--- config.mk ---
export PLATFORM = sky130hd
export DESIGN_NAME = mxbus_ctrl
export DESIGN_NICKNAME = d
export VERILOG_FILES = /design/src/rtl/mxbus_pkg.sv /design/src/rtl/mxbus_decode.sv /design/src/rtl/mxbus_tmo.sv /design/src/rtl/mxbus_seq.sv /design/src/rtl/mxbus_ctrl.sv
export SDC_FILE = /design/constraint.sdc
export NUM_CORES = 1
export LEC_CHECK = 0
export BUFFER_PORTS_ARGS = -buffer_cell sky130_fd_sc_hd__buf_4
export CORE_ASPECT_RATIO = 0.7
export CORE_MARGIN = 3
export CORE_UTILIZATION = 48
export DETAILED_ROUTE_END_ITERATION = 8
export PLACE_DENSITY_LB_ADDON = 0.25
export SYNTH_ARGS = -nofsm -noshare
export SYNTH_HDL_FRONTEND = slang
export SYNTH_SLANG_ARGS = --single-unit
--- constraint.sdc ---
create_clock -name clk -period 2.1 [get_ports clk]
set_clock_uncertainty 0.2 [all_clocks]
set_input_delay 0.21 -clock clk [delete_from_list [all_inputs] [get_ports clk]]
set_output_delay 0.21 -clock clk [all_outputs]
set_load 0.005 [all_outputs]
--- src/rtl/mxbus_pkg.sv ---
// Shared types for the multiplexed slave bus controller.
// Assumes nothing beyond standard SystemVerilog packages.
package mxbus_pkg;

    // Bus phase of the access sequencer; PH_TI is also the idle state.
    typedef enum logic [2:0] {
        PH_TI = 3'd0,
        PH_TA = 3'd1,
        PH_TW = 3'd2,
        PH_TD = 3'd3,
        PH_TR = 3'd4
    } phase_t;

endpackage

--- src/rtl/mxbus_decode.sv ---
// Region decoder: maps the upper requester address bits onto one of
// N_SLV fixed windows. Assumes windows SLV_BASE..SLV_BASE+N_SLV-1
// fit inside the region field.
module mxbus_decode #(
    parameter int ADDR_W   = 24,
    parameter int WIN_W    = 20,
    parameter int N_SLV    = 4,
    parameter int SLV_BASE = 4,
    localparam int SEL_W   = (N_SLV > 1) ? $clog2(N_SLV) : 1,
    localparam int REG_W   = ADDR_W - WIN_W
) (
    input  logic [ADDR_W-1:0] addr,
    output logic              hit,
    output logic [SEL_W-1:0]  sel
);

    logic [REG_W-1:0] region;
    logic [N_SLV-1:0] match;

    assign region = addr[ADDR_W-1:WIN_W];

    // One comparator per slave window.
    for (genvar i = 0; i < N_SLV; i++) begin : g_win
        assign match[i] = (region == REG_W'(SLV_BASE + i));
    end

    assign hit = |match;

    // Encode the matching window into a slave index.
    always_comb begin
        sel = '0;
        for (int k = 0; k < N_SLV; k++) begin
            if (match[k]) sel = SEL_W'(k);
        end
    end

endmodule

--- src/rtl/mxbus_tmo.sv ---
// Data-phase watchdog: counts cycles while run is high and flags the
// last permitted cycle. Assumes TMO_CYC >= 2 and that run drops once
// expire has been seen.
module mxbus_tmo #(
    parameter int TMO_CYC = 256,
    localparam int CNT_W  = $clog2(TMO_CYC)
) (
    input  logic clk,
    input  logic rst_n,
    input  logic run,
    output logic expire
);

    logic [CNT_W-1:0] cnt;

    // Count data-phase cycles; clear whenever the phase is left.
    always_ff @(posedge clk) begin
        if (!rst_n || !run) begin
            cnt <= '0;
        end else if (cnt != CNT_W'(TMO_CYC - 1)) begin
            cnt <= cnt + 1'b1;
        end
    end

    assign expire = run && (cnt == CNT_W'(TMO_CYC - 1));

    // the counter never runs past the permitted window.
    assert_tmo_bound_R8: assert property (@(posedge clk) disable iff (!rst_n)
        32'(cnt) < TMO_CYC);

endmodule

--- src/rtl/mxbus_seq.sv ---
// Access sequencer: captures one request, walks the address, wait,
// data, recovery and idle phases, and drives the multiplexed bus.
// Assumes ready and bus input data are synchronous to clk.
module mxbus_seq
    import mxbus_pkg::*;
#(
    parameter int DATA_W = 16,
    parameter int N_SLV  = 4,
    localparam int SEL_W = (N_SLV > 1) ? $clog2(N_SLV) : 1
) (
    input  logic              clk,
    input  logic              rst_n,
    input  logic              req_valid,
    input  logic              req_write,
    input  logic [DATA_W-1:0] req_offs,
    input  logic [DATA_W-1:0] req_wdata,
    input  logic              req_hit,
    input  logic [SEL_W-1:0]  req_sel,
    input  logic              tmo_expire,
    output logic              td_run,
    output logic              busy,
    output logic              rsp_valid,
    output logic              rsp_err,
    output logic [DATA_W-1:0] rsp_rdata,
    output logic [N_SLV-1:0]  bus_cs_n,
    output logic              bus_ale,
    output logic              bus_wnr,
    output logic [DATA_W-1:0] bus_ad_out,
    output logic              bus_ad_oe,
    input  logic [DATA_W-1:0] bus_ad_in,
    input  logic              bus_rdy_n
);

    phase_t            ph;
    logic              wr_q;
    logic              err_q;
    logic [SEL_W-1:0]  sel_q;
    logic [DATA_W-1:0] offs_q;
    logic [DATA_W-1:0] wdata_q;
    logic [DATA_W-1:0] rdata_q;
    logic              act;

    // Phase sequencer with request capture, ready wait and timeout.
    always_ff @(posedge clk) begin
        if (!rst_n) begin
            ph      <= PH_TI;
            wr_q    <= 1'b0;
            err_q   <= 1'b0;
            sel_q   <= '0;
            offs_q  <= '0;
            wdata_q <= '0;
            rdata_q <= '0;
        end else begin
            case (ph)
                PH_TI: begin
                    if (req_valid) begin
                        wr_q    <= req_write & req_hit;
                        err_q   <= ~req_hit;
                        sel_q   <= req_sel;
                        offs_q  <= req_offs;
                        wdata_q <= req_wdata;
                        rdata_q <= '0;
                        ph      <= req_hit ? PH_TA : PH_TR;
                    end
                end
                PH_TA: ph <= PH_TW;
                PH_TW: ph <= PH_TD;
                PH_TD: begin
                    if (!bus_rdy_n) begin
                        if (!wr_q) rdata_q <= bus_ad_in;
                        ph <= PH_TR;
                    end else if (tmo_expire) begin
                        err_q <= 1'b1;
                        ph    <= PH_TR;
                    end
                end
                PH_TR:   ph <= PH_TI;
                default: ph <= PH_TI;
            endcase
        end
    end

    assign act    = (ph == PH_TA) || (ph == PH_TW) || (ph == PH_TD);
    assign td_run = (ph == PH_TD);

    // One chip select per slave, low only while this slave is addressed.
    for (genvar i = 0; i < N_SLV; i++) begin : g_cs
        assign bus_cs_n[i] = !(act && (sel_q == SEL_W'(i)));
    end

    assign bus_ale    = (ph == PH_TA);
    assign bus_wnr    = act && wr_q;
    assign bus_ad_oe  = (ph == PH_TA) || (((ph == PH_TW) || (ph == PH_TD)) && wr_q);
    assign bus_ad_out = (ph == PH_TA) ? offs_q : wdata_q;

    assign busy      = (ph != PH_TI);
    assign rsp_valid = (ph == PH_TR);
    assign rsp_err   = err_q;
    assign rsp_rdata = rdata_q;

    // at most one slave selected at any time.
    assert_one_cs_R1: assert property (@(posedge clk) disable iff (!rst_n)
        $onehot0(~bus_cs_n));

    // latch strobe lasts a single cycle.
    assert_ale_single_R3: assert property (@(posedge clk) disable iff (!rst_n)
        bus_ale |=> !bus_ale);

    // latch strobe only with a selected slave and driven bus.
    assert_ale_drive_R3: assert property (@(posedge clk) disable iff (!rst_n)
        bus_ale |-> ((bus_cs_n != '1) && bus_ad_oe));

    // direction is stable while a slave stays selected.
    assert_wnr_hold_R4: assert property (@(posedge clk) disable iff (!rst_n)
        ((bus_cs_n != '1) && $past(bus_cs_n != '1)) |-> $stable(bus_wnr));

    // drivers released during a read's wait and data phases.
    assert_read_release_R6: assert property (@(posedge clk) disable iff (!rst_n)
        ((bus_cs_n != '1) && !bus_ale && !bus_wnr) |-> !bus_ad_oe);

    // an errored response carries zero data.
    assert_err_zero_R8: assert property (@(posedge clk) disable iff (!rst_n)
        (rsp_valid && rsp_err) |-> (rsp_rdata == '0));

    // the response ends the busy period.
    assert_rsp_end_R9: assert property (@(posedge clk) disable iff (!rst_n)
        rsp_valid |=> !busy);

    // recovery releases selects and drivers.
    assert_tr_release_R11: assert property (@(posedge clk) disable iff (!rst_n)
        rsp_valid |-> ((bus_cs_n == '1) && !bus_ad_oe && !bus_ale));

endmodule

--- src/rtl/mxbus_ctrl.sv ---
// Multiplexed slave bus access controller top: region decode, access
// sequencer and data-phase watchdog. Assumes one outstanding access and
// a slave-local address no wider than the data bus.
module mxbus_ctrl #(
    parameter int ADDR_W   = 24,
    parameter int WIN_W    = 20,
    parameter int DATA_W   = 16,
    parameter int N_SLV    = 4,
    parameter int SLV_BASE = 4,
    parameter int TMO_CYC  = 256
) (
    input  logic              clk,
    input  logic              rst_n,
    input  logic              req_valid,
    input  logic              req_write,
    input  logic [ADDR_W-1:0] req_addr,
    input  logic [DATA_W-1:0] req_wdata,
    output logic              busy,
    output logic              rsp_valid,
    output logic              rsp_err,
    output logic [DATA_W-1:0] rsp_rdata,
    output logic [N_SLV-1:0]  bus_cs_n,
    output logic              bus_ale,
    output logic              bus_wnr,
    output logic [DATA_W-1:0] bus_ad_out,
    output logic              bus_ad_oe,
    input  logic [DATA_W-1:0] bus_ad_in,
    input  logic              bus_rdy_n
);

    localparam int SEL_W  = (N_SLV > 1) ? $clog2(N_SLV) : 1;
    localparam int SLV_AW = DATA_W;

    logic             dec_hit;
    logic [SEL_W-1:0] dec_sel;
    logic             td_run;
    logic             tmo_expire;
    logic             unused_alias_bits;

    // Window bits above the slave-local range alias and are dropped.
    assign unused_alias_bits = ^req_addr[WIN_W-1:SLV_AW];

    mxbus_decode #(
        .ADDR_W  (ADDR_W),
        .WIN_W   (WIN_W),
        .N_SLV   (N_SLV),
        .SLV_BASE(SLV_BASE)
    ) u_decode (
        .addr(req_addr),
        .hit (dec_hit),
        .sel (dec_sel)
    );

    mxbus_tmo #(
        .TMO_CYC(TMO_CYC)
    ) u_tmo (
        .clk   (clk),
        .rst_n (rst_n),
        .run   (td_run),
        .expire(tmo_expire)
    );

    mxbus_seq #(
        .DATA_W(DATA_W),
        .N_SLV (N_SLV)
    ) u_seq (
        .clk       (clk),
        .rst_n     (rst_n),
        .req_valid (req_valid),
        .req_write (req_write),
        .req_offs  (req_addr[SLV_AW-1:0]),
        .req_wdata (req_wdata),
        .req_hit   (dec_hit),
        .req_sel   (dec_sel),
        .tmo_expire(tmo_expire),
        .td_run    (td_run),
        .busy      (busy),
        .rsp_valid (rsp_valid),
        .rsp_err   (rsp_err),
        .rsp_rdata (rsp_rdata),
        .bus_cs_n  (bus_cs_n),
        .bus_ale   (bus_ale),
        .bus_wnr   (bus_wnr),
        .bus_ad_out(bus_ad_out),
        .bus_ad_oe (bus_ad_oe),
        .bus_ad_in (bus_ad_in),
        .bus_rdy_n (bus_rdy_n)
    );

endmodule

==> results of run 1 <==
cell usage after synthesis, types with 2 or more instances:
cell type	number
nand3b_1	2
clkbuf_1	10
nand4_1	3
buf_1	2
a21oi_1	44
a22o_1	8
and4_1	3
nor3_1	8
and3_1	2
nor2_1	5
a2bb2oi_1	8
mux2_2	16
a31oi_1	3
nand2b_1	2
dfxtp_1	63
nand3_1	6
nand2_1	79
a21o_1	2
buf_2	6
o21ai_0	5
inv_1	2
state kept, by name (all words and copies together), names as in the netlist:
name,cells
u_seq.offs_q,16
u_seq.rsp_rdata,16
u_seq.wdata_q,16
u_tmo.cnt,8
u_seq.ph,3
u_seq.sel_q,2
u_seq.rsp_err,1
u_seq.wr_q,1
worst min-delay path by stage:
| stage | startpoint | end |
|---|---|---|
| floorplan | bus_ad_in[10] | u_seq.rsp_rdata[10]$_SDFFE_PN0P_ |
| global route | req_addr[23] | u_seq.sel_q[0]$_SDFFE_PN0P_ |
| detailed placement | bus_ad_in[10] | u_seq.rsp_rdata[10]$_SDFFE_PN0P_ |
| CTS | req_addr[23] | u_seq.sel_q[1]$_SDFFE_PN0P_ |
| global placement | bus_ad_in[7] | u_seq.rsp_rdata[7]$_SDFFE_PN0P_ |
| finish | req_addr[23] | u_seq.wr_q$_SDFFE_PN0P_ |
per-layer routing:
metal	wire length (µm)	global-route usage, %
met2	4770	48.9
met1	3590	31.2
met5	0	0
met3	793	8.02
met4	284	10.3
critical path, cell delays in order, from the launching register on:
cell	delay (ns)
dfxtp_4	0.37
nor3b_4	0.19
buf_6	0.17
buf_12	0.12
mux2_2	0.35
buf_4	0.14
timing repair:
item	CTS	global route
gates cloned	1	2
resized for setup	7	21
pin swaps	1	1
hold buffers	52	0
setup buffers	1	2
endpoints found under the hold margin	52	0
setup endpoints to repair	16	16
stage by stage:
| stage | hold WS [ns] | TNS [ns] | total power, W | cells |
|---|---|---|---|---|
| 2_1_floorplan | 0.136 | 0 | 0.00152 | 301 |
| 3_3_place_gp | 0.224 | 0 | 0.00172 | 457 |
| 3_5_place_dp | 0.228 | 0 | 0.00174 | 457 |
| 4_1_cts | 0.0170 | 0 | 0.00284 | 527 |
| 5_1_grt | 0.0489 | -0.266 | 0.00301 | 531 |
| 6_report | 0.0351 | -0.00732 | 0.00290 | 531 |
kinds of logic after synthesis:
kind of cell / Yosys count / synth area share, %
XOR/XNOR: 1 / 0.335
multiplexers: 16 / 6.88
AO/OA/AOI/OAI: 78 / 18.8
AND/OR/NAND/NOR: 121 / 22.0
adder cells (fa/ha/maj): 1 / 0.478
flip-flops: 63 / 48.2
buffers and inverters: 21 / 3.30
power by group:
part	leakage, nW	internal [W]	switching (W)	total (W)
clock network	0.100	0.000575	0.000461	0.00104
logic	1.25	0.000328	0.000234	0.000563
registers	0.517	0.00126	0.0000460	0.00131
area by class of cell:
class	count	area [µm²]	area share, %
Clock buffer	12	145	3.34
Clock inverter	4	45.0	1.04
Inverter	3	11.3	0.259
Multi-Input combinational cell	217	1320	30.4
Sequential cell	63	1270	29.2
Tap cell	69	86.3	1.98
Timing Repair Buffer	163	1470	33.8
==> impl_metrics.env, run 1 <==
export IMPL_grt_first_pass_wirelength_um=13300
export IMPL_period_share_pct=100
export IMPL_cts_inserted_buffers=9
export IMPL_place_port_buffers=98
export IMPL_synthArstFlopShare_pct=0
export IMPL_grt_max_degree=38
export IMPL_max_freq_mhz=475
export IMPL_firstDrtPassIters=5
export IMPL_slew_viol_final=0
export IMPL_netlist_area_leader_share_pct=48.2
export IMPL_die_x_um=94.3
export IMPL_drv_cap=0
export IMPL_rrSetupSlack_ns=0.27
export IMPL_worstSetupStartpoint="u_seq.ph[2]$_SDFFE_PN0P_"
export IMPL_mostFrequentLayoutCell="buf_4"
export IMPL_synth_top_area_cell="dfxtp_1"
export IMPL_clockBufferDepth=2
export IMPL_gp_congestion=0.816
export IMPL_pre_cts_slack_ns=0.297
export IMPL_vias=2957
export IMPL_clkLatencyLatePin_ns=0.34
export IMPL_cts_sinks=63
export IMPL_avgSynthCellArea_um2=8.70
export IMPL_drive_gt1_share_pct=32.5
export IMPL_violations="setup timing"
export IMPL_netlist_area_um2=2620
export IMPL_ir_worst_vdd_mv=0.431
export IMPL_fin_nets=519
export IMPL_drt_wl_total_um=9440
export IMPL_synth_seq_cells=63
export IMPL_viasPerCell=5.57
export IMPL_dpl_cell_area_um2=3450
export IMPL_fp_dieH_um=67.8
export IMPL_start_util_pct=52.2
export IMPL_diodes=0
export IMPL_cts_clk_slew_worst_paths_ns=0.07
export IMPL_synth_edf_count=0
export IMPL_ios=103
export IMPL_critPathCapture="bus_ad_out[2]"
export IMPL_placementRows=21
export IMPL_cts_tree="built"
export IMPL_gr_total_overflow=0
export IMPL_drt_iter0_markers=227
export IMPL_rr_startpoint="u_seq.ph[0]$_SDFFE_PN0P_"
export IMPL_hold_viol=0
export IMPL_post_drt_wl_per_cell_um=17.8
export IMPL_layout_setup_ws_ns=-0.00732
export IMPL_drc=0
export IMPL_synthCells=301
export IMPL_r2r_cells=4
export IMPL_ant_nets=0
export IMPL_clockRootBuffer="clkbuf_8"
export IMPL_synthesis_nets=363
export IMPL_fin_util_pct=86.7
export IMPL_power_density_nw_per_um2=667
export IMPL_dieArea_um2=6390
export IMPL_grt_pass1_vias=2793
export IMPL_ys_types=43
export IMPL_critical_path_class="reg -> out"
export IMPL_fillers=244
export IMPL_worstSetupEndpointType="primary output"
export IMPL_startpoint_type="register"
export IMPL_cts_max_level=3
export IMPL_holdPathStages=4
export IMPL_fin_area_um2=4350
export IMPL_relSlewSlack_pct=62.5
export IMPL_setup_viol=1
export IMPL_grtUsageTotal_pct=27.3
export IMPL_required_ns=1.69
export IMPL_synth_main_ff_cell="dfxtp_1"
export IMPL_hpwl_um=4660
export IMPL_core_um2=5020
export IMPL_synth_yosys_seq_area_share_pct=48.2
export IMPL_path_max_fanout=6
export IMPL_r2r_end="u_seq.rsp_rdata[10]$_SDFFE_PN0P_"
export IMPL_ys_warn_count=0
export IMPL_period_minus_slack_ns=2.11
export IMPL_rsz0062_at_grt="true"
export IMPL_final_cell_mix="96 x buf_4, 79 x nand2_1, 60 x dfxtp_1"
export IMPL_leakage_nw=1.87
export IMPL_hold_path_class="in -> reg"
export IMPL_antenna_found_initial=0
export IMPL_yosys_top_cells_area="dfxtp_1 48%, nand2_1 11%, a21oi_1 8.4%"
export IMPL_syn_to_final_growth_pct=66.3
export IMPL_tightest_slew_ns=0.561
export IMPL_worstPathArrival_ns=1.70
export IMPL_outcome="finished with violations"
(Power assumes the default switching activity.)
==> inputs of run 2 (changes only) <==
--- a/config.mk
+++ b/config.mk
@@ -6,9 +6,11 @@
 export NUM_CORES = 1
 export LEC_CHECK = 0
 export BUFFER_PORTS_ARGS = -buffer_cell sky130_fd_sc_hd__buf_4
+export CELL_PAD_IN_SITES_DETAIL_PLACEMENT = 1
+export CELL_PAD_IN_SITES_GLOBAL_PLACEMENT = 1
 export CORE_ASPECT_RATIO = 0.7
 export CORE_MARGIN = 3
-export CORE_UTILIZATION = 48
+export CORE_UTILIZATION = 35
 export DETAILED_ROUTE_END_ITERATION = 8
 export PLACE_DENSITY_LB_ADDON = 0.25
 export SYNTH_ARGS = -nofsm -noshare
==> constraint.sdc (replaced) <==
create_clock -name clk -period 2.1 [get_ports clk]
set_clock_uncertainty 0.2 [all_clocks]
set_input_delay 0.21 -clock clk [delete_from_list [all_inputs] [get_ports clk]]
set_output_delay 0.21 -clock clk [all_outputs]
set_load 0.05 [all_outputs]
==> run 2 against run 1 <==
Against the previous run: sequential power about the same; non-clock buffer count shrank 5; sequential cell count unchanged; fmax increased by 1.1%; combinational power is 26% higher; via count down 5.8%; critical path depth shrank 1; clock power fell by 4%; the flow now finishes without violations; global-route usage is 5.3 points lower.
==> impl_metrics.env, run 2 (synthesized netlist as in run 1, its figures left out) <==
export IMPL_firstDrtPassIters=4
export IMPL_outcome="finished, final reports clean"
export IMPL_hpwl_um=5560
export IMPL_post_drt_wl_per_cell_um=16.6
export IMPL_finalPower_w=0.00301
export IMPL_seq_area_um2=1270
export IMPL_cts_sinks=63
export IMPL_cts_tree="built"
export IMPL_fp_dieH_um=78.4
export IMPL_power_density_nw_per_um2=702
export IMPL_drt_wl_total_um=9130
export IMPL_placementRows=25
export IMPL_leakage_nw=1.82
export IMPL_fin_nets=514
export IMPL_power_frac_clock_pct=33.2
export IMPL_ant_nets=0
export IMPL_drt_iter0_markers=97
export IMPL_fillers=811
export IMPL_intPower_w=0.00213
export IMPL_rsz0062_at_grt="true"
export IMPL_viasPerCell=5.07
export IMPL_drive_gt1_share_pct=32.7
export IMPL_multiInputGateArea_um2=1300
export IMPL_antenna_found_initial=0
export IMPL_start_util_pct=37.4
export IMPL_dieArea_um2=8570
export IMPL_mostFrequentLayoutCell="buf_4"
export IMPL_grtUsageTotal_pct=22.0
export IMPL_hold_viol=0
export IMPL_period_share_pct=99.3
export IMPL_cts_max_level=3
export IMPL_path_max_fanout=18
export IMPL_gr_total_overflow=0
export IMPL_top_usage_layer="met2"
export IMPL_ir_worst_vdd_mv=0.426
export IMPL_r2r_cells=4
export IMPL_grtUsageMet1_pct=27.0
export IMPL_gp_congestion=0.800
export IMPL_slew_viol_final=0
export IMPL_syn_to_final_growth_pct=63.8
export IMPL_hold_ws_ns=0.0209
export IMPL_grt_first_pass_wirelength_um=14600
export IMPL_relSlewSlack_pct=70.9
export IMPL_clockRootBuffer="clkbuf_8"
export IMPL_clkLatencyLatePin_ns=0.34
export IMPL_period_minus_slack_ns=2.08
export IMPL_setup_viol=0
export IMPL_drc=0
export IMPL_met3_usage_pct=6.49
export IMPL_pwr_share_seq_pct=43.2
export IMPL_grt_max_degree=38
export IMPL_max_freq_mhz=480
export IMPL_required_ns=1.69
export IMPL_cts_inserted_buffers=9
export IMPL_drv_cap=0
export IMPL_worstSetupEndpointType="primary output"
export IMPL_grt_pass1_vias=2953
export IMPL_tightest_slew_ns=0.436
export IMPL_met2_usage_pct=37.7
export IMPL_holdPathStages=3
export IMPL_ios=103
export IMPL_p_comb_share_pct=23.5
export IMPL_vias=2786
export IMPL_final_cell_mix="89 x buf_4, 79 x nand2_1, 60 x dfxtp_1"
export IMPL_worstPathArrival_ns=1.67
export IMPL_critical_path_class="reg -> out"
export IMPL_fin_area_um2=4290
export IMPL_core_um2=7010
export IMPL_switching_share_pct=29.3
export IMPL_die_x_um=109
export IMPL_clockBufferDepth=2
export IMPL_cts_clk_slew_worst_paths_ns=0.07
export IMPL_dpl_cell_area_um2=3490
export IMPL_switchingPower_w=0.000883
export IMPL_place_port_buffers=98
export IMPL_diodes=0
export IMPL_hold_path_class="in -> reg"
export IMPL_startpoint_type="register"
[run 2: cell types whose count changed in the layout (fill, tap and decap cells not counted), moves of 2 or more]
cell       previous run  this run
mux2_2                5        13
mux2_4               11         3
buf_4                96        89
buf_6                10        16
clkbuf_8             10        13
clkbuf_1              2         0
clkbuf_16             2         0
clkinv_2              3         1
[run 2: worst paths after layout]
kind / from / end / slack, ns
hold / removal: rst_n / u_seq.ph[1]$_SDFFE_PN0P_ / 0.02
setup reg to reg: u_seq.ph[0]$_SDFFE_PN0P_ / u_seq.rsp_rdata[4]$_SDFFE_PN0P_ / 0.23
hold reg to reg: u_seq.wdata_q[15]$_SDFFE_PN0P_ / u_seq.wdata_q[15]$_SDFFE_PN0P_ / 0.26
setup / recovery: u_seq.ph[0]$_SDFFE_PN0P_ / bus_ad_out[0] / 0.02
[run 2: per-layer routing]
metal | vias to the layer above | wire (µm)
met5 | - | 0
met2 | 72 | 4550
met3 | 6 | 497
met4 | 0 | 56
met1 | 1343 | 4020
li1 | 1365 | -
[run 2: final cells by class]
class | count | share of cell area, %
well taps | 94 | 2.74
clock buffers | 13 | 4.17
repair buffers | 158 | 32.6
flip-flops and latches | 63 | 29.6
multi-input cells | 217 | 30.3
inverters | 3 | 0.263
clock inverters | 2 | 0.321
[run 2: power by group through the flow]
stage	combinational [W]	clock (W)	sequential [W]
after floorplan	0.000318	0	0.00137
after global placement	0.000587	0	0.00132
after detailed placement	0.000597	0	0.00132
after CTS	0.000686	0.00103	0.00130
after global routing	0.000756	0.00109	0.00131
final	0.000709	0.00100	0.00130
[run 2: per-stage QoR]
stage,util [%],worst slack (ns),setup TNS (ns),cells
CTS,60.5,0.000125,0,550
global route,61.2,-0.0494,-0.621,550
global placement,49.8,0.278,0,483
detailed placement,49.8,0.225,0,483
finish,61.2,0.0154,0,550
floorplan,-,0.0229,0,301
[run 2: timing repair]
item,CTS,global route
resized for setup,12,13
buffers inserted,1,0
hold buffers,51,0
hold endpoints to repair,51,0
endpoints found under the setup margin,18,22
[run 2: critical path: stages, from the launching register on]
cell and delay (ns):
dfxtp_4 0.37, nor3b_4 0.23, buf_12 0.20, mux2_2 0.37, buf_6 0.16
